## src/rtl/dsw_pkg.sv

```systemverilog
package dsw_pkg;
  typedef enum logic { MODE_NORMAL = 1'b0, MODE_DIRECT = 1'b1 } mode_t;
  localparam int unsigned BYTE_W_DEF = 8;
  localparam logic [7:0] ENTER_CODE_DEF = 8'h81;
  localparam logic [7:0] EXIT_CODE_DEF  = 8'h96;
  localparam int unsigned LANES = 2;  // lane 0: miso, lane 1: irq
endpackage

```

## src/rtl/dsw_byte_capture.sv

```systemverilog
module dsw_byte_capture #(
  parameter int unsigned BYTE_W = 8
) (
  input  logic              clk,
  input  logic              rst_n,
  input  logic              ncs,
  input  logic              sclk,
  input  logic              mosi,
  output logic              ncs_rise,
  output logic              byte_fire,
  output logic              byte_first,
  output logic              mid_byte,
  output logic [BYTE_W-1:0] byte_val
);
  localparam int unsigned CNT_W = $clog2(BYTE_W);
  localparam logic [CNT_W-1:0] LAST = CNT_W'(BYTE_W - 1);

  logic              ncs_q, sclk_q, first_q, first_d;
  logic [CNT_W-1:0]  cnt_q, cnt_d;
  logic [BYTE_W-2:0] sh_q, sh_d;
  logic              sclk_rise;

  assign ncs_rise   = ncs & ~ncs_q;
  assign sclk_rise  = sclk & ~sclk_q & ~ncs;
  assign byte_fire  = sclk_rise && (cnt_q == LAST);
  assign byte_val   = {sh_q, mosi};
  assign byte_first = first_q;
  assign mid_byte   = (cnt_q != '0);

  always_comb begin
    cnt_d   = cnt_q;
    sh_d    = sh_q;
    first_d = first_q;
    if (ncs) begin
      cnt_d   = '0;
      first_d = 1'b1;
    end else if (sclk_rise) begin
      sh_d = byte_val[BYTE_W-2:0];
      if (cnt_q == LAST) begin
        cnt_d   = '0;
        first_d = 1'b0;
      end else begin
        cnt_d = cnt_q + CNT_W'(1);
      end
    end
  end

  always_ff @(posedge clk or negedge rst_n) begin
    if (!rst_n) begin
      ncs_q   <= 1'b1;
      sclk_q  <= 1'b0;
      cnt_q   <= '0;
      sh_q    <= '0;
      first_q <= 1'b1;
    end else begin
      ncs_q   <= ncs;
      sclk_q  <= sclk;
      cnt_q   <= cnt_d;
      sh_q    <= sh_d;
      first_q <= first_d;
    end
  end
endmodule

```

## src/rtl/dsw_mode_seq.sv

```systemverilog
module dsw_mode_seq
  import dsw_pkg::*;
#(
  parameter int unsigned       BYTE_W     = 8,
  parameter logic [BYTE_W-1:0] ENTER_CODE = BYTE_W'(ENTER_CODE_DEF),
  parameter logic [BYTE_W-1:0] EXIT_CODE  = BYTE_W'(EXIT_CODE_DEF)
) (
  input  logic              clk,
  input  logic              rst_n,
  input  logic              ncs_rise,
  input  logic              byte_fire,
  input  logic              byte_first,
  input  logic              mid_byte,
  input  logic [BYTE_W-1:0] byte_val,
  output logic              direct
);
  mode_t mode_q, mode_d;
  logic  armed_q, armed_d;

  always_comb begin
    mode_d  = mode_q;
    armed_d = armed_q;
    // armed follows the last complete byte; any chip-select rise clears it
    if (ncs_rise)       armed_d = 1'b0;
    else if (byte_fire) armed_d = (mode_q == MODE_NORMAL) && (byte_val == ENTER_CODE);
    unique case (mode_q)
      MODE_NORMAL: if (ncs_rise && armed_q && !mid_byte) mode_d = MODE_DIRECT;
      MODE_DIRECT: if (byte_fire && byte_first && byte_val == EXIT_CODE) mode_d = MODE_NORMAL;
      default:     mode_d = MODE_NORMAL;
    endcase
  end

  always_ff @(posedge clk or negedge rst_n) begin
    if (!rst_n) begin
      mode_q  <= MODE_NORMAL;
      armed_q <= 1'b0;
    end else begin
      mode_q  <= mode_d;
      armed_q <= armed_d;
    end
  end

  assign direct = (mode_q == MODE_DIRECT);
endmodule

```

## src/rtl/dsw_pin_mux.sv

```systemverilog
module dsw_pin_mux
  import dsw_pkg::*;
(
  input  logic direct,
  input  logic dir_sel,
  input  logic mosi,
  input  logic sclk,
  input  logic spi_rd_data,
  input  logic irq_norm,
  input  logic rx_bit,
  input  logic rx_bclk,
  input  logic rx_i,
  input  logic rx_q,
  output logic miso,
  output logic irq,
  output logic field_out,
  output logic rx_enable
);
  logic [LANES-1:0] norm_src, strm_src, sub_src, lane_out;

  assign norm_src = {irq_norm, spi_rd_data};
  assign strm_src = {rx_bclk, rx_bit};
  assign sub_src  = {rx_q, rx_i};

  for (genvar g = 0; g < LANES; g++) begin : g_lane
    assign lane_out[g] = direct ? (dir_sel ? sub_src[g] : strm_src[g]) : norm_src[g];
  end

  assign miso      = lane_out[0];
  assign irq       = lane_out[1];
  assign field_out = direct & mosi;
  assign rx_enable = direct & sclk;
endmodule

```

## src/rtl/spi_direct_switch.sv

```systemverilog
module spi_direct_switch
  import dsw_pkg::*;
#(
  parameter int unsigned       BYTE_W     = BYTE_W_DEF,
  parameter logic [BYTE_W-1:0] ENTER_CODE = BYTE_W'(ENTER_CODE_DEF),
  parameter logic [BYTE_W-1:0] EXIT_CODE  = BYTE_W'(EXIT_CODE_DEF)
) (
  input  logic clk,
  input  logic rst_n,
  input  logic ncs,
  input  logic sclk,
  input  logic mosi,
  input  logic dir_sel,
  input  logic spi_rd_data,
  input  logic irq_norm,
  input  logic rx_bit,
  input  logic rx_bclk,
  input  logic rx_i,
  input  logic rx_q,
  output logic miso,
  output logic irq,
  output logic field_out,
  output logic rx_enable,
  output logic direct_active
);
  logic rst_meta, rst_s;
  always_ff @(posedge clk or negedge rst_n) begin
    if (!rst_n) begin
      rst_meta <= 1'b0;
      rst_s    <= 1'b0;
    end else begin
      rst_meta <= 1'b1;
      rst_s    <= rst_meta;
    end
  end

  logic              ncs_rise, byte_fire, byte_first, mid_byte;
  logic [BYTE_W-1:0] byte_val;

  dsw_byte_capture #(.BYTE_W(BYTE_W)) u_cap (
    .clk(clk), .rst_n(rst_s), .ncs(ncs), .sclk(sclk), .mosi(mosi),
    .ncs_rise(ncs_rise), .byte_fire(byte_fire), .byte_first(byte_first),
    .mid_byte(mid_byte), .byte_val(byte_val)
  );

  dsw_mode_seq #(.BYTE_W(BYTE_W), .ENTER_CODE(ENTER_CODE), .EXIT_CODE(EXIT_CODE)) u_seq (
    .clk(clk), .rst_n(rst_s), .ncs_rise(ncs_rise), .byte_fire(byte_fire),
    .byte_first(byte_first), .mid_byte(mid_byte), .byte_val(byte_val),
    .direct(direct_active)
  );

  dsw_pin_mux u_mux (
    .direct(direct_active), .dir_sel(dir_sel), .mosi(mosi), .sclk(sclk),
    .spi_rd_data(spi_rd_data), .irq_norm(irq_norm), .rx_bit(rx_bit),
    .rx_bclk(rx_bclk), .rx_i(rx_i), .rx_q(rx_q), .miso(miso), .irq(irq),
    .field_out(field_out), .rx_enable(rx_enable)
  );
endmodule

```

## config.mk

```make
export PLATFORM = sky130hd
export DESIGN_NAME = spi_direct_switch
export DESIGN_NICKNAME = d
export VERILOG_FILES = /design/src/rtl/dsw_pkg.sv /design/src/rtl/dsw_byte_capture.sv /design/src/rtl/dsw_mode_seq.sv /design/src/rtl/dsw_pin_mux.sv /design/src/rtl/spi_direct_switch.sv
export SDC_FILE = /design/constraint.sdc
export NUM_CORES = 1
export LEC_CHECK = 0
export BUFFER_PORTS_ARGS = -buffer_cell sky130_fd_sc_hd__buf_4
export CELL_PAD_IN_SITES_DETAIL_PLACEMENT = 1
export CELL_PAD_IN_SITES_GLOBAL_PLACEMENT = 2
export CORE_UTILIZATION = 36
export CTS_CLUSTER_SIZE = 40
export DETAILED_ROUTE_END_ITERATION = 10
export GPL_TIMING_DRIVEN = 0
export PLACE_DENSITY_LB_ADDON = 0.15
export SLEW_MARGIN = 20
export SYNTH_ARGS = -nofsm -noshare
export SYNTH_HDL_FRONTEND = slang
export SYNTH_SLANG_ARGS = --single-unit
```

## constraint.sdc

```tcl
create_clock -name clk -period 1.8 [get_ports clk]
set_input_delay 0.18 -clock clk [delete_from_list [all_inputs] [get_ports clk]]
set_output_delay 0.18 -clock clk [all_outputs]
set_load 0.05 [all_outputs]
```

Word-level counts from Yosys, hierarchy flattened

Index checks and enable logic that the tools add are counted.

Register bits: 17
Input port bits: 12
Output and inout bits: 5
Logic and storage cells: 50

Add/subtract/negate cells: 1
Equal/unequal tests: 3
Multiplexer cells: 15
Bitwise gates (word level): 9
Reductions and logical operators: 13

Operators by type and width:

| cell                | count |
|---|---|
| $eq 8x8->1 const B  | 2 |
| $mux 1              | 11 |
| $mux 3              | 3 |
| $logic_and 1x1->1   | 6 |
| $reduce_bool 2->1   | 3 |
| $and 1x1->1         | 5 |
| $not 1->1           | 4 |
| $reduce_and 2->1    | 2 |
| $add 3x1->3 const B | 1 |
| $eq 3x3->1 const B  | 1 |
| $reduce_bool 3->1   | 1 |
| $pmux 1 s2          | 1 |
| $logic_not 1->1     | 1 |

Depth between registers and ports, before layout

Gate-level depths: netlist of the first run.

Depth in word-level cells: 8
Gate-level depth with buffers: 5
Mapped depth without buffers: 5

Modules after synthesis

From an unflattened synthesis of the first run, not the netlist that was laid out.

Cell total of the unflattened synthesis: 65
Area, all modules: 840.8 um^2

By module, submodules not included:

| module            | times used | cells each | area an instance (um^2) | sequential area each (um^2) |
|---|---|---|---|---|
| dsw_byte_capture  | 1          | 42         | 608.1                   | 327.8 |
| dsw_mode_seq      | 1          | 12         | 128.9                   | 50.0 |
| spi_direct_switch | 1          | 3          | 53.8                    | 50.0 |
| dsw_pin_mux       | 1          | 8          | 50.0                    | 0.0 |

Worst setup path before layout of the first run

No wires, ideal clock.

Path kind: reg-to-output
Start point: reg u_seq.mode_q, in the netlist u_seq.direct
End point: out irq
Data arrival time: 1670 ps
Setup slack: -50 ps
Stages on the path, launching flop included: 4
Buffers on the path: 1
Cell sequence: dfrtp_1 > buf_2 > nor2_1 > a21oi_1

Longest elaborated chain between the ends: 1

Ends and longest elaborated chain:

| what                     | RTL line                | source |
|---|---|---|
| start: declaration       | dsw_mode_seq.sv:17      | `mode_t mode_q, mode_d;` |
| start signal: assignment | dsw_mode_seq.sv:38      | `mode_q <= mode_d;` |
| $mux 1                   | dsw_pin_mux.sv:26       | `assign lane_out[g] = direct ? (dir_sel ? sub_src[g] : strm_src[g]) : norm_src[g];` |
| end: declaration         | spi_direct_switch.sv:21 | `output logic irq,` |

No other way between the ends.

Final worst setup path of the first run

Start point: reg u_cap.sclk_q
End point: reg u_cap.sh_q[2]

Longest elaborated chain between the ends: 4

Ends and longest elaborated chain:

| what                       | RTL line               | source |
|---|---|---|
| start: declaration         | dsw_byte_capture.sv:18 | `logic ncs_q, sclk_q, first_q, first_d;` |
| start signal: assignment   | dsw_byte_capture.sv:57 | `sclk_q <= sclk;` |
| $not 1->1                  | dsw_byte_capture.sv:24 | `assign sclk_rise = sclk & ~sclk_q & ~ncs;` |
| $and 1x1->1 (2 in a row)   | dsw_byte_capture.sv:24 |  |
| $reduce_and 2->1 (no line) | -                      |  |
| end signal: assignment     | dsw_byte_capture.sv:53 | `sh_q <= '0;` |
| end signal: assignment     | dsw_byte_capture.sv:59 | `sh_q <= sh_d;` |
| end: declaration           | dsw_byte_capture.sv:20 | `logic [BYTE_W-2:0] sh_q, sh_d;` |

No other way between the ends.
A chain may end at the register's enable or synchronous reset.

==> results.md, run 1 <==
| Group | Item | This run |
|:---|:---|:---|
| run status | Run status | finished clean |
| clock tree | Max Root-Sink Buffers | 2 |
| layout | Count of fill cells added during filler insertion | 229 |
| critical path | Setup CP Type | reg2reg |
| clock tree | Clock insertion delay at the later pin of the skew report | 0.28 ns |
| synthesis | Flip-flop and latch count after synthesis | 17 |
| power | Cell Pwr Density | 928 mW/mm2 |
| global routing | Antenna violations before repair | 0 |
| timing | Max Freq | 703 MHz |
| synthesis | Mean instance size in the synthesized netlist | 12.3 um2 |
| critical path | Data required time of the critical path | 1.97 ns |
| synthesis | Synth cell types | 23 |
| min path | Classification of the worst-slack hold path | in2reg |
| clock tree | Number of sinks on the clock net | 17 |
| detailed routing | DRT antenna net count | 0 |
| global routing | Via count of the first global-routing pass | 532 |
| job | Count of maximum capacitance violations | 0 |
| timing | Hold violation total from the final report | 0 |
| placement | DP Area | 930 um2 |
| critical path | Maximum fanout count along the critical path | 9 |
| floorplanning | Floorplan Core Area | 0.00200 mm2 |
| detailed routing | Via density per instance | 4.77 |
| floorplanning | IO Count | 17 |
| power | Sum of internal, switching and leakage power | 0.896 mW |
| detailed routing | Number of design-rule violations left by the first detailed-router iteration | 4 |
| clock tree | PostCTS Resize Cnt | 0 |
| floorplanning | Effective utilization at floorplan | 38.8% |
| detailed routing | Vias post-DR | 529 |
| detailed routing | DRC violation count after routing | 0 |
| timing | Measured slew at the worst slew-check pin | 0.604 ns |
| layout | Final-stage net count | 100 |
| clock tree | CTS tree | done |
| floorplanning | Die width | 48.4 um |
| layout | Multi-input combinational cell area | 335 um2 |
| power | Peak supply drop | 508 uV |
| timing | Fraction of the cycle the final worst path needs | 79.0% |
| synthesis | Post-synthesis net count | 78 |
| floorplanning | Floorplan die height | 48.4 um |
| layout | Storage element area | 428 um2 |
| global routing | Wire length of the first global-routing pass | 2.31 mm |
| layout | Fin area | 966 um2 |
| clock tree | Clk pin slew, worst setup/hold paths | 0.10 ns |
| timing | Worst setup slack after layout | 0.377 ns |
| clock tree | Number of buffers created by CTS | 3 |
| critical path | Crit path DAT | 1.59 ns |
| global routing | Remaining global-route overflow | 0 |
| timing | Time the worst path needs with I/O delays and setup | 1.42 ns |
| clock tree | CTS H-Tree Depth | 1 |
| power | Leakage dissipation | 0.445 nW |
| synthesis | Mapped Area | 776 um2 |
| placement | Count of port buffers added during placement | 16 |
| timing | Setup TNS after final layout | 0 ns |
| synthesis | Syn Inst Count | 63 |
| critical path | Worst Setup Start Kind | flip-flop |
| detailed routing | Number of iterations in the first detailed-routing pass | 2 |
| placement | Final RePlAce weighted congestion | 0.713 |
| floorplanning | Number of placement rows | 16 |
| timing | Final Max Slew Viols | 0 |
| placement | HPWL after detailed placement | 1.06 mm |
| layout | Post-route insts no fill | 111 |
| critical path | Crit end category | flip-flop |
| critical path | Setup slack of the worst register-to-register path | 0.38 ns |
| floorplanning | Full die area | 0.00234 mm2 |
| layout | Area growth, synth to finish | 24.5% |
| timing | RSZ-0062 raised after global routing | false |
| synthesis | Sequential fraction of the synthesis area | 55.2% |
| global routing | Pin count of the biggest net entering global routing | 16 |
| global routing | Overall fraction of global-route tracks in use | 12.9% |
| clock tree | Root buffer cell | sky130_fd_sc_hd__clkbuf_4 |
| detailed routing | Average wire per standard cell | 12.5 um |
| placement | Placed cell count | 106 |
| timing | Fin Clk Skew | 0.00450 ns |
| layout | Number of antenna diodes | 0 |
| detailed routing | DRT Wirelength | 1.39 mm |
| timing | Final setup violating endpoints | 0 |
| layout | Ratio of cells with drive above 1 in the final layout | 35.7% |
| timing | Max-slew headroom at the worst pin | 59.8% |
| placement | Pre-CTS setup slack | 0.416 ns |
| synthesis | Total of warnings raised by yosys | 0 |
==> cells in the mapped netlist <==
library cell | count | area share, %
sky130_fd_sc_hd__a21oi_1 | 2 | 1.3
sky130_fd_sc_hd__and2_1 | 2 | 1.6
sky130_fd_sc_hd__buf_2 | 1 | 0.64
sky130_fd_sc_hd__conb_1 | 1 | 0.48
sky130_fd_sc_hd__dfrtp_1 | 15 | 48
sky130_fd_sc_hd__dfstp_2 | 2 | 6.8
sky130_fd_sc_hd__ha_1 | 3 | 4.8
sky130_fd_sc_hd__inv_1 | 2 | 0.97
sky130_fd_sc_hd__mux2_2 | 7 | 10
sky130_fd_sc_hd__mux2i_1 | 6 | 7.7
sky130_fd_sc_hd__nand2_1 | 3 | 1.5
sky130_fd_sc_hd__nand2b_1 | 1 | 0.81
sky130_fd_sc_hd__nand3_1 | 1 | 0.64
sky130_fd_sc_hd__nand4_1 | 2 | 1.6
sky130_fd_sc_hd__nor2_1 | 7 | 3.4
sky130_fd_sc_hd__nor2b_1 | 1 | 0.81
sky130_fd_sc_hd__nor3_1 | 1 | 0.64
sky130_fd_sc_hd__nor3b_1 | 1 | 0.97
sky130_fd_sc_hd__nor3b_4 | 1 | 2.4
sky130_fd_sc_hd__nor4b_1 | 1 | 1.1
sky130_fd_sc_hd__o21a_1 | 1 | 0.97
sky130_fd_sc_hd__o22a_1 | 1 | 1.1
sky130_fd_sc_hd__or3b_1 | 1 | 1.1
==> logic make-up (layout without fill, tap and decap cells) <==
| logic type | after synthesis | after routing | share of synthesized area (%) |
|---|---|---|---|
| and+or+nand+nor | 22 | 22 | 16.6 |
| DFF | 17 | 17 | 55.2 |
| muxes | 13 | 13 | 17.9 |
| AOI/OAI and AO/OA | 4 | 4 | 3.39 |
| adders and majority gates | 3 | 3 | 4.84 |
| buffers and inverters | 3 | 24 | 1.61 |
| other | 1 | 1 | 0.483 |
==> flip-flops by register name (all words and copies together), names as in the netlist <==
signal,cells
rst_meta,1
rst_s,1
u_cap.byte_first,1
u_cap.cnt_q,3
u_cap.ncs_q,1
u_cap.sclk_q,1
u_cap.sh_q,7
u_seq.armed_q,1
u_seq.direct,1
==> cells in the final DEF, fill, tap and decap left out, types with 2 or more instances in the layout <==
master                     instances
sky130_fd_sc_hd__buf_4            16
sky130_fd_sc_hd__dfrtp_1          15
sky130_fd_sc_hd__nor2_1            7
sky130_fd_sc_hd__mux2_2            7
sky130_fd_sc_hd__mux2i_1           6
sky130_fd_sc_hd__nand2_1           3
sky130_fd_sc_hd__ha_1              3
sky130_fd_sc_hd__clkbuf_4          3
sky130_fd_sc_hd__inv_1             2
sky130_fd_sc_hd__a21oi_1           2
sky130_fd_sc_hd__and2_1            2
sky130_fd_sc_hd__nand4_1           2
sky130_fd_sc_hd__dfstp_2           2
==> final cells by class <==
| class | instances | share of cell area [%] |
|---|---|---|
| inverter | 2 | 0.777 |
| multi-input combinational | 43 | 34.7 |
| clock buffer | 4 | 2.72 |
| buffer | 1 | 0.518 |
| timing repair buffer | 17 | 13.5 |
| sequential | 17 | 44.3 |
| tap | 27 | 3.50 |
==> metal layers <==
layer | vias to the layer above | part of all wire, % | GRT usage (%) | wire (um)
li1 | 259 | - | - | -
met1 | 256 | 49 | 17.6 | 685
met2 | 12 | 44 | 19.0 | 609
met3 | 2 | 5.5 | 4.72 | 77
met4 | 0 | 1.1 | 4.41 | 15
met5 | - | 0 | 0 | 0
==> worst max-delay path: stages, from the launching register on <==
cell	delay, ns
sky130_fd_sc_hd__dfrtp_1	0.42
sky130_fd_sc_hd__nor3b_4	0.49
sky130_fd_sc_hd__mux2_2	0.40
==> final timing paths <==
kind / from / endpoint / cells past startpoint
setup / recovery: u_cap.sclk_q / u_cap.sh_q[2] / 2
hold / removal: sclk / u_cap.sclk_q / 1
setup reg to reg: u_cap.sclk_q / u_cap.sh_q[2] / 2
hold reg to reg: rst_s / u_cap.cnt_q[0] / 0
max in group asynchronous: rst_s / u_cap.sh_q[0] / 0
min in group asynchronous: rst_n / rst_meta / 2
==> report_power, final <==
part / total, mW / switching, mW / internal [mW]
registers: 0.518 / 0.0609 / 0.457
clock network: 0.197 / 0.111 / 0.0859
logic: 0.182 / 0.0799 / 0.102
==> through the flow <==
stage | hold WS (ns) | utilization, %
finish | 0.0241 | 48.3
global route | 0.00943 | 48.3
CTS | 0.0237 | 48.3
floorplan | -0.116 | -
detailed placement | -0.0359 | 46.4
global placement | -0.0376 | 46.4
==> timing repair <==
item / 4_1_cts / 5_1_grt
hold endpoints to repair: 2 / 0
hold buffers: 1 / 0
buffers inserted: 0 / 0
No activity file was read; power rests on OpenSTA's default activity.
==> inputs of run 2 (changes only) <==
ABC_AREA = 1   (was unset)
CORE_UTILIZATION = 27   (was 36)
clock period = 1.2 ns   (was 1.8 ns; I/O delays follow)
==> results.md, run 2 <==
| Group | Item | This run | Change |
|:---|:---|:---|:---|
| run status | Run status | complete, but fails checks |  |
| run status | Violations in the final reports | DRC, setup timing |  |
| critical path | Data required time of the critical path | 1.08 ns | -0.89 ns |
| layout | Register ranked first by flip-flop count | u_cap.sh_q |  |
| timing | Final setup violating endpoints | 5 | +5 |
| critical path | Critical register-to-register path endpoint | u_seq.armed_q |  |
| synthesis | Synth async-reset ratio | 100% | unchanged |
| synthesis | Synth top area cells | sky130_fd_sc_hd__dfrtp_1, sky130_fd_sc_hd__nand2_1, sky130_fd_sc_hd__nor2_1, sky130_fd_sc_hd__dfstp_2, sky130_fd_sc_hd__inv_1 |  |
| layout | Leading cell type in the layout, fill and taps excluded | sky130_fd_sc_hd__nand2_1 |  |
| synthesis | Number of enable flip-flop cells after synthesis | 0 | unchanged |
| critical path | Crit path DAT | 1.20 ns | -0.39 ns |
| synthesis | Biggest area consumer among synthesized cells | sky130_fd_sc_hd__dfrtp_1 |  |
| floorplanning | Die width | 57.2 um | +18% |
| placement | Final RePlAce weighted congestion | 0.657 | -7.8% |
| placement | Count of port buffers added during placement | 16 | unchanged |
| detailed routing | Average wire per standard cell | 12.1 um | -3.0% |
| synthesis | Sequential fraction of the synthesis area | 52.0% | -3.2 points |
| placement | Placed cell count | 143 | +35% |
| critical path | Setup CP Type | reg2out |  |
| synthesis | Syn Inst Count | 96 | +52% |
| detailed routing | DRC violation count after routing | 4 | +4 |
| power | Leakage dissipation | 0.544 nW | +22% |
| timing | Final Max Slew Viols | 0 | unchanged |
| layout | Area growth, synth to finish | 44.4% |  |
| critical path | Depth of the most critical reg-to-reg path | 7 | +5 |
| critical path | Number of buffer and inverter stages on the critical path | 2 | +2 |
| clock tree | Number of sinks on the clock net | 17 | unchanged |
| synthesis | Post-synth top area share | 45.6% | -2.8 points |
| layout | Post-route insts no fill | 153 | +38% |
| global routing | Antenna violations before repair | 0 | unchanged |
| timing | Hold violation total from the final report | 0 | unchanged |
| clock tree | Clock insertion delay at the later pin of the skew report | 0.29 ns | about the same |
| critical path | Setup slack of the worst register-to-register path | -0.02 ns | -0.40 ns |
| detailed routing | DRT antenna net count | 0 | unchanged |
| floorplanning | Floorplan Core Area | 0.00283 mm2 | +41% |
| floorplanning | Number of placement rows | 19 | +3 |
| detailed routing | Number of design-rule violations left by the first detailed-router iteration | 13 | +9 |
| placement | HPWL after detailed placement | 1.34 mm | +26% |
| clock tree | Max Root-Sink Buffers | 2 | unchanged |
| timing | RSZ-0062 raised after global routing | true |  |
| clock tree | CTS tree | done |  |
| critical path | Worst Setup Start Kind | flip-flop |  |
| detailed routing | Vias post-DR | 709 | +34% |
| power | Cell Pwr Density | 1200 mW/mm2 | +29% |
| global routing | Pin count of the biggest net entering global routing | 16 | unchanged |
| global routing | Via count of the first global-routing pass | 758 | +42% |
| synthesis | Total of warnings raised by yosys | 0 | unchanged |
| floorplanning | Floorplan die height | 57.2 um | +18% |
| global routing | Remaining global-route overflow | 0 | unchanged |
| synthesis | Most common cell in the synthesized netlist | sky130_fd_sc_hd__nand2_1 |  |
| timing | Worst setup slack after layout | -0.121 ns | -0.498 ns |
| detailed routing | Number of iterations in the first detailed-routing pass | 6 | +4 |
| timing | Max Freq | 757 MHz |  |
| timing | Fraction of the cycle the final worst path needs | 110% |  |
| floorplanning | IO Count | 17 | unchanged |
| layout | Post-layout util | 42.0% | -6.2 points |
| timing | Fin Clk Skew | 0.0102 ns | +0.00569 ns |
| clock tree | Number of buffers created by CTS | 3 | unchanged |
| timing | Setup TNS after final layout | -0.480 ns | -0.480 ns |
| critical path | Origin of the critical flop-to-flop path | u_seq.direct |  |
| critical path | Slowest Stage Delay on Critical Path | 0.43 ns | -0.06 ns |
| timing | Measured slew at the worst slew-check pin | 0.631 ns | +0.0271 ns |
| critical path | List of cells traversed by the critical path | clkbuf_16 > a31oi_4 > buf_6 |  |
| synthesis | Post-synth top cells | sky130_fd_sc_hd__nand2_1, sky130_fd_sc_hd__nor2_1, sky130_fd_sc_hd__dfrtp_1 |  |
| critical path | Launch point of the critical path | u_seq.direct |  |
| power | Peak supply drop | 622 uV | +22% |
| timing | Max-slew headroom at the worst pin | 58.0% | -1.8 points |
| layout | Leading cell types in the layout, fill and taps excluded | sky130_fd_sc_hd__nand2_1, sky130_fd_sc_hd__buf_4, sky130_fd_sc_hd__dfrtp_1 |  |
| min path | Classification of the worst-slack hold path | in2async |  |
| detailed routing | Via density per instance | 4.63 | -2.8% |
| global routing | Overall fraction of global-route tracks in use | 13.8% | +0.85 points |
| floorplanning | Full die area | 0.00327 mm2 | +40% |
| layout | Final-stage net count | 138 | +38% |
| detailed routing | DRT Wirelength | 1.86 mm | +34% |
| critical path | Crit-path slowest cell | sky130_fd_sc_hd__dfrtp_2 |  |
| synthesis | Synth cell types | 21 | -8.7% |
| critical path | Crit end category | primary output |  |
| job | Count of maximum capacitance violations | 0 | unchanged |
| synthesis | Mean instance size in the synthesized netlist | 8.58 um2 | -30% |
| clock tree | Root buffer cell | sky130_fd_sc_hd__clkbuf_4 |  |
| critical path | Crit-path leading delay family | flip-flops |  |
| layout | Ratio of cells with drive above 1 in the final layout | 36.9% | +1.2 points |
| floorplanning | Effective utilization at floorplan | 29.1% | -9.6 points |
| critical path | Maximum fanout count along the critical path | 7 | -2 |
| synthesis | Mapped Area | 823 um2 | +6.1% |
| clock tree | Clk pin slew, worst setup/hold paths | 0.10 ns | about the same |
| placement | Pre-CTS setup slack | -0.0728 ns | -0.489 ns |
| layout | Number of antenna diodes | 0 | unchanged |
| synthesis | Post-synthesis net count | 111 | +42% |
| synthesis | Dominant register cell in the synthesized netlist | sky130_fd_sc_hd__dfrtp_1 |  |
| timing | Time the worst path needs with I/O delays and setup | 1.32 ns |  |
| clock tree | CTS H-Tree Depth | 1 | unchanged |
| layout | Number of flip-flops under the largest register name | 7 | unchanged |
| synthesis | Flip-flop and latch count after synthesis | 17 | unchanged |
| global routing | Wire length of the first global-routing pass | 3.37 mm | +46% |
| layout | Largest registers | u_cap.sh_q x7, u_cap.cnt_q x3 |  |
run 2: cell types whose count changed after synthesis, moves of 5 or more:
| cell | change |
|---|---|
| sky130_fd_sc_hd__inv_1 | +11 |
| sky130_fd_sc_hd__mux2_2 | -7 |
| sky130_fd_sc_hd__mux2i_1 | -6 |
| sky130_fd_sc_hd__nand2_1 | +16 |
| sky130_fd_sc_hd__nand3_1 | +5 |
| sky130_fd_sc_hd__nor2_1 | +10 |
run 2: repair_timing:
action                                  in CTS  in global routing
endpoints found under the setup margin       8                 12
hold buffers                                 3                  0
pin swaps                                    3                  3
hold endpoints to repair                     4                  0
buffers inserted                             2                  1
resized for setup                            8                  8
run 2: where the power goes:
| group | switching [mW] | total, mW | internal (mW) |
|---|---|---|---|
| sequential | 0.0579 | 0.702 | 0.644 |
| combinational | 0.236 | 0.413 | 0.177 |
| clock | 0.183 | 0.307 | 0.124 |
| total | 0.477 | 1.42 | 0.945 |
run 2: worst max path at each step:
stage,endpoint,cells after the start
after floorplan,irq,3
after global placement,u_seq.armed_q,6
after detailed placement,u_seq.armed_q,6
after CTS,miso,3
after global routing,miso,4
final,irq,3
run 2: logic make-up after synthesis:
| group | count (synthesis) | synth area share, % |
|---|---|---|
| and+or+nand+nor | 46 | 24.8 |
| DFF | 17 | 52.0 |
| buffers and inverters | 16 | 9.42 |
| AOI/OAI and AO/OA | 13 | 8.81 |
| adders and majority gates | 3 | 4.56 |
| other | 1 | 0.455 |
run 2: per-layer routing:
metal  part of all wire [%]  GRT usage, %  routed length [um]  vias to the layer above
met2                     48          21.5                 888                       11
met3                    4.6          4.08                  86                        2
met5                      0             0                   0                        -
met4                    1.1          4.18                  21                        0
met1                     46          18.5                 860                      341
li1                       -             -                   -                      355
run 2: layout make-up:
cell class,instances,area (um2)
multi-input cells,63,407
well taps,31,38.8
plain buffers,2,36.3
fillers,325,1640
inverters,14,62.6
clock buffers,3,22.5
flip-flops and latches,17,429
repair buffers,22,188
clock inverters,1,5.00
run 2: worst register-to-register path, stage by stage (launching register included):
cell                        delay (ns)
sky130_fd_sc_hd__dfrtp_2          0.43
sky130_fd_sc_hd__clkbuf_16        0.18
sky130_fd_sc_hd__buf_4            0.15
sky130_fd_sc_hd__nor2_2           0.09
sky130_fd_sc_hd__nand3_1          0.07
sky130_fd_sc_hd__nor2_1           0.11
sky130_fd_sc_hd__nor2_1           0.05
sky130_fd_sc_hd__nor2_1           0.08
run 2: through the flow:
stage | power (mW) | hold slack [ns] | cell area [um2]
2_1_floorplan | 0.956 | -0.176 | 877
3_3_place_gp | 1.06 | -0.0977 | 1040
3_5_place_dp | 1.08 | -0.0951 | 1040
4_1_cts | 1.44 | 0.114 | 1140
5_1_grt | 1.53 | 0.120 | 1190
6_report | 1.42 | 0.125 | 1190
==> inputs of run 3 (changes only) <==
PLACE_DENSITY = 0.78   (was unset)
PLACE_DENSITY_LB_ADDON = unset   (was 0.15)
==> results.md, run 3 (synthesized netlist as in run 2, its figures left out) <==
| Group | Item | This run | Change |
|:---|:---|:---|:---|
| clock tree | CTS H-Tree Depth | 1 | unchanged |
| critical path | Depth of the most critical reg-to-reg path | 7 | unchanged |
| power | Portion of total power attributed to the clock network | 22.2% | +0.6 points |
| layout | Largest registers | u_cap.sh_q x7, u_cap.cnt_q x3 |  |
| layout | Final-stage net count | 138 | unchanged |
| global routing | Via count of the first global-routing pass | 729 | -3.8% |
| clock tree | CTS tree | done |  |
| critical path | Launch point of the critical path | u_seq.direct |  |
| layout | Multi-input combinational cell area | 390 um2 | -4.0% |
| power | Logic gate share of total power | 28.7% | -0.3 points |
| layout | Area growth, synth to finish | 42.2% |  |
| floorplanning | Number of placement rows | 19 | unchanged |
| power | Sw Ratio | 33.7% | +0.12 points |
| floorplanning | Floorplan Core Area | 0.00283 mm2 | unchanged |
| critical path | Origin of the critical flop-to-flop path | u_seq.direct |  |
| power | Fraction of power consumed by sequential logic | 49.1% | -0.3 points |
| power | Switching power total | 0.481 mW | +0.84% |
| placement | Count of port buffers added during placement | 16 | unchanged |
| floorplanning | IO Count | 17 | unchanged |
| timing | Time the worst path needs with I/O delays and setup | 1.34 ns | +0.0202 ns |
| critical path | Crit-path slowest cell | sky130_fd_sc_hd__dfrtp_2 |  |
| power | Cell Pwr Density | 1220 mW/mm2 | +2.0% |
| detailed routing | DRT antenna net count | 0 | unchanged |
| timing | Final Max Slew Viols | 0 | unchanged |
| critical path | Setup slack of the worst register-to-register path | -0.02 ns | about the same |
| critical path | Slowest Stage Delay on Critical Path | 0.44 ns | about the same |
| timing | Setup TNS after final layout | -0.547 ns | -0.0674 ns |
| critical path | Critical register-to-register path endpoint | u_seq.armed_q |  |
| floorplanning | Effective utilization at floorplan | 29.1% | unchanged |
| critical path | Termination of the worst setup path | miso |  |
| clock tree | Max Root-Sink Buffers | 2 | unchanged |
| power | Sum of internal, switching and leakage power | 1.43 mW | +0.49% |
| min path | Classification of the worst-slack hold path | in2reg |  |
| job | Count of maximum capacitance violations | 0 | unchanged |
| global routing | Wire length of the first global-routing pass | 3.41 mm | +1.0% |
| detailed routing | Number of design-rule violations left by the first detailed-router iteration | 30 | +17 |
| timing | Fraction of the cycle the final worst path needs | 112% | +1.7 points |
| floorplanning | Full die area | 0.00327 mm2 | unchanged |
| timing | Fin Clk Skew | 0.00647 ns | -0.00371 ns |
| critical path | Maximum fanout count along the critical path | 8 | +1 |
| timing | Measured slew at the worst slew-check pin | 0.624 ns | -0.00656 ns |
| timing | Max-slew headroom at the worst pin | 58.4% | +0.44 points |
| power | Int Pwr | 0.948 mW | +0.31% |
| placement | Pre-CTS setup slack | -0.0414 ns | +0.0314 ns |
| global routing | Pin count of the biggest net entering global routing | 16 | unchanged |
| run status | Violations in the final reports | DRC, setup timing |  |
| detailed routing | DRC violation count after routing | 6 | +2 |
| clock tree | Clk pin slew, worst setup/hold paths | 0.11 ns | about the same |
| timing | Worst setup slack after layout | -0.141 ns | -0.0202 ns |
| placement | Final RePlAce weighted congestion | 0.719 | +9.5% |
| detailed routing | Vias post-DR | 714 | +0.71% |
| layout | Count of fill cells added during filler insertion | 342 | +5.2% |
| timing | RSZ-0062 raised after global routing | true |  |
| layout | Leading cell types in the layout, fill and taps excluded | sky130_fd_sc_hd__nand2_1, sky130_fd_sc_hd__buf_4, sky130_fd_sc_hd__nor2_1, sky130_fd_sc_hd__dfrtp_1, sky130_fd_sc_hd__inv_1 |  |
| detailed routing | DRT Wirelength | 1.85 mm | -0.11% |
| critical path | Crit end category | primary output |  |
| critical path | Data required time of the critical path | 1.08 ns | about the same |
| critical path | Setup CP Type | reg2out |  |
| global routing | Antenna violations before repair | 0 | unchanged |
| run status | Run status | complete, but fails checks |  |
| layout | Leading cell type in the layout, fill and taps excluded | sky130_fd_sc_hd__nand2_1 |  |
| placement | HPWL after detailed placement | 1.32 mm | -1.1% |
| detailed routing | Average wire per standard cell | 12.1 um | -0.11% |
| layout | Ratio of cells with drive above 1 in the final layout | 34.4% | -2.5 points |
| clock tree | Clock insertion delay at the later pin of the skew report | 0.29 ns | about the same |
| global routing | Overall fraction of global-route tracks in use | 13.7% | -0.061 points |
| power | Leakage dissipation | 0.536 nW | -1.5% |
| clock tree | Number of sinks on the clock net | 17 | unchanged |
| critical path | List of cells traversed by the critical path | clkbuf_16 > a31oi_4 > buf_6 |  |
| global routing | Remaining global-route overflow | 0 | unchanged |
| layout | Register ranked first by flip-flop count | u_cap.sh_q |  |
| floorplanning | Floorplan die height | 57.2 um | unchanged |
| detailed routing | Number of iterations in the first detailed-routing pass | 7 | +1 |
| critical path | Worst Setup Start Kind | flip-flop |  |
| clock tree | Root buffer cell | sky130_fd_sc_hd__clkbuf_4 |  |
| layout | Number of antenna diodes | 0 | unchanged |
| clock tree | Number of buffers created by CTS | 3 | unchanged |
| power | Peak supply drop | 510 uV | -18% |
| timing | Hold violation total from the final report | 0 | unchanged |
| critical path | Crit path DAT | 1.22 ns | +0.02 ns |
| detailed routing | Via density per instance | 4.67 | +0.71% |
| layout | Number of flip-flops under the largest register name | 7 | unchanged |
| floorplanning | Die width | 57.2 um | unchanged |
| timing | Max Freq | 746 MHz | -1.5% |
| timing | Final setup violating endpoints | 6 | +1 |
| layout | Storage element area | 429 um2 | unchanged |
[run 3: power groups by stage]
stage | clock network (mW) | registers [mW] | logic (mW)
after floorplan | 0 | 0.712 | 0.245
after global placement | 0 | 0.708 | 0.353
after detailed placement | 0 | 0.712 | 0.365
after CTS | 0.331 | 0.703 | 0.409
after global routing | 0.351 | 0.713 | 0.454
final | 0.317 | 0.701 | 0.411
[run 3: routing by layer]
metal,track usage [%],wire (um),up-vias
li1,-,-,355
met1,18.8,865,343
met2,21.3,888,14
met3,2.72,81,2
met4,5.23,19,0
met5,0,0,-
[run 3: worst min-delay path by stage]
| stage | from | to | depth (start not counted) |
|---|---|---|---|
| after floorplan | rst_n | rst_meta | 0 |
| after global placement | rst_n | rst_meta | 1 |
| after detailed placement | rst_n | rst_meta | 1 |
| after CTS | rst_n | rst_s | 2 |
| after global routing | rst_n | rst_s | 2 |
| final | mosi | u_cap.sh_q[0] | 3 |
[run 3: critical path, delay by kind of cell, from the launching register on]
kind	cells	cell delay, ns
buffers and inverters	2	0.36
DFF	1	0.44
AOI/OAI and AO/OA	1	0.13
[run 3: final cells by class]
| cell class | instances | area share, % |
|---|---|---|
| multi-input combinational | 63 | 33.3 |
| clock buffer | 4 | 2.24 |
| buffer | 2 | 3.10 |
| sequential | 17 | 36.6 |
| timing repair buffer | 22 | 16.0 |
| inverter | 14 | 5.34 |
| tap | 31 | 3.31 |
[run 3: stage by stage]
stage	instance area [um2]	util (%)	instances	hold WS, ns
finish	1170	41.4	153	0.135
global placement	1040	36.6	143	-0.0978
global route	1170	41.4	153	0.122
floorplan	877	-	96	-0.176
detailed placement	1040	36.6	143	-0.0962
CTS	1140	40.4	152	0.125
[run 3: repair_timing]
item	4_1_cts	5_1_grt
hold buffers	3	0
endpoints found under the hold margin	4	0
pin swaps	3	1
gates resized for setup	9	4
endpoints found under the setup margin	6	10
setup buffers	2	1
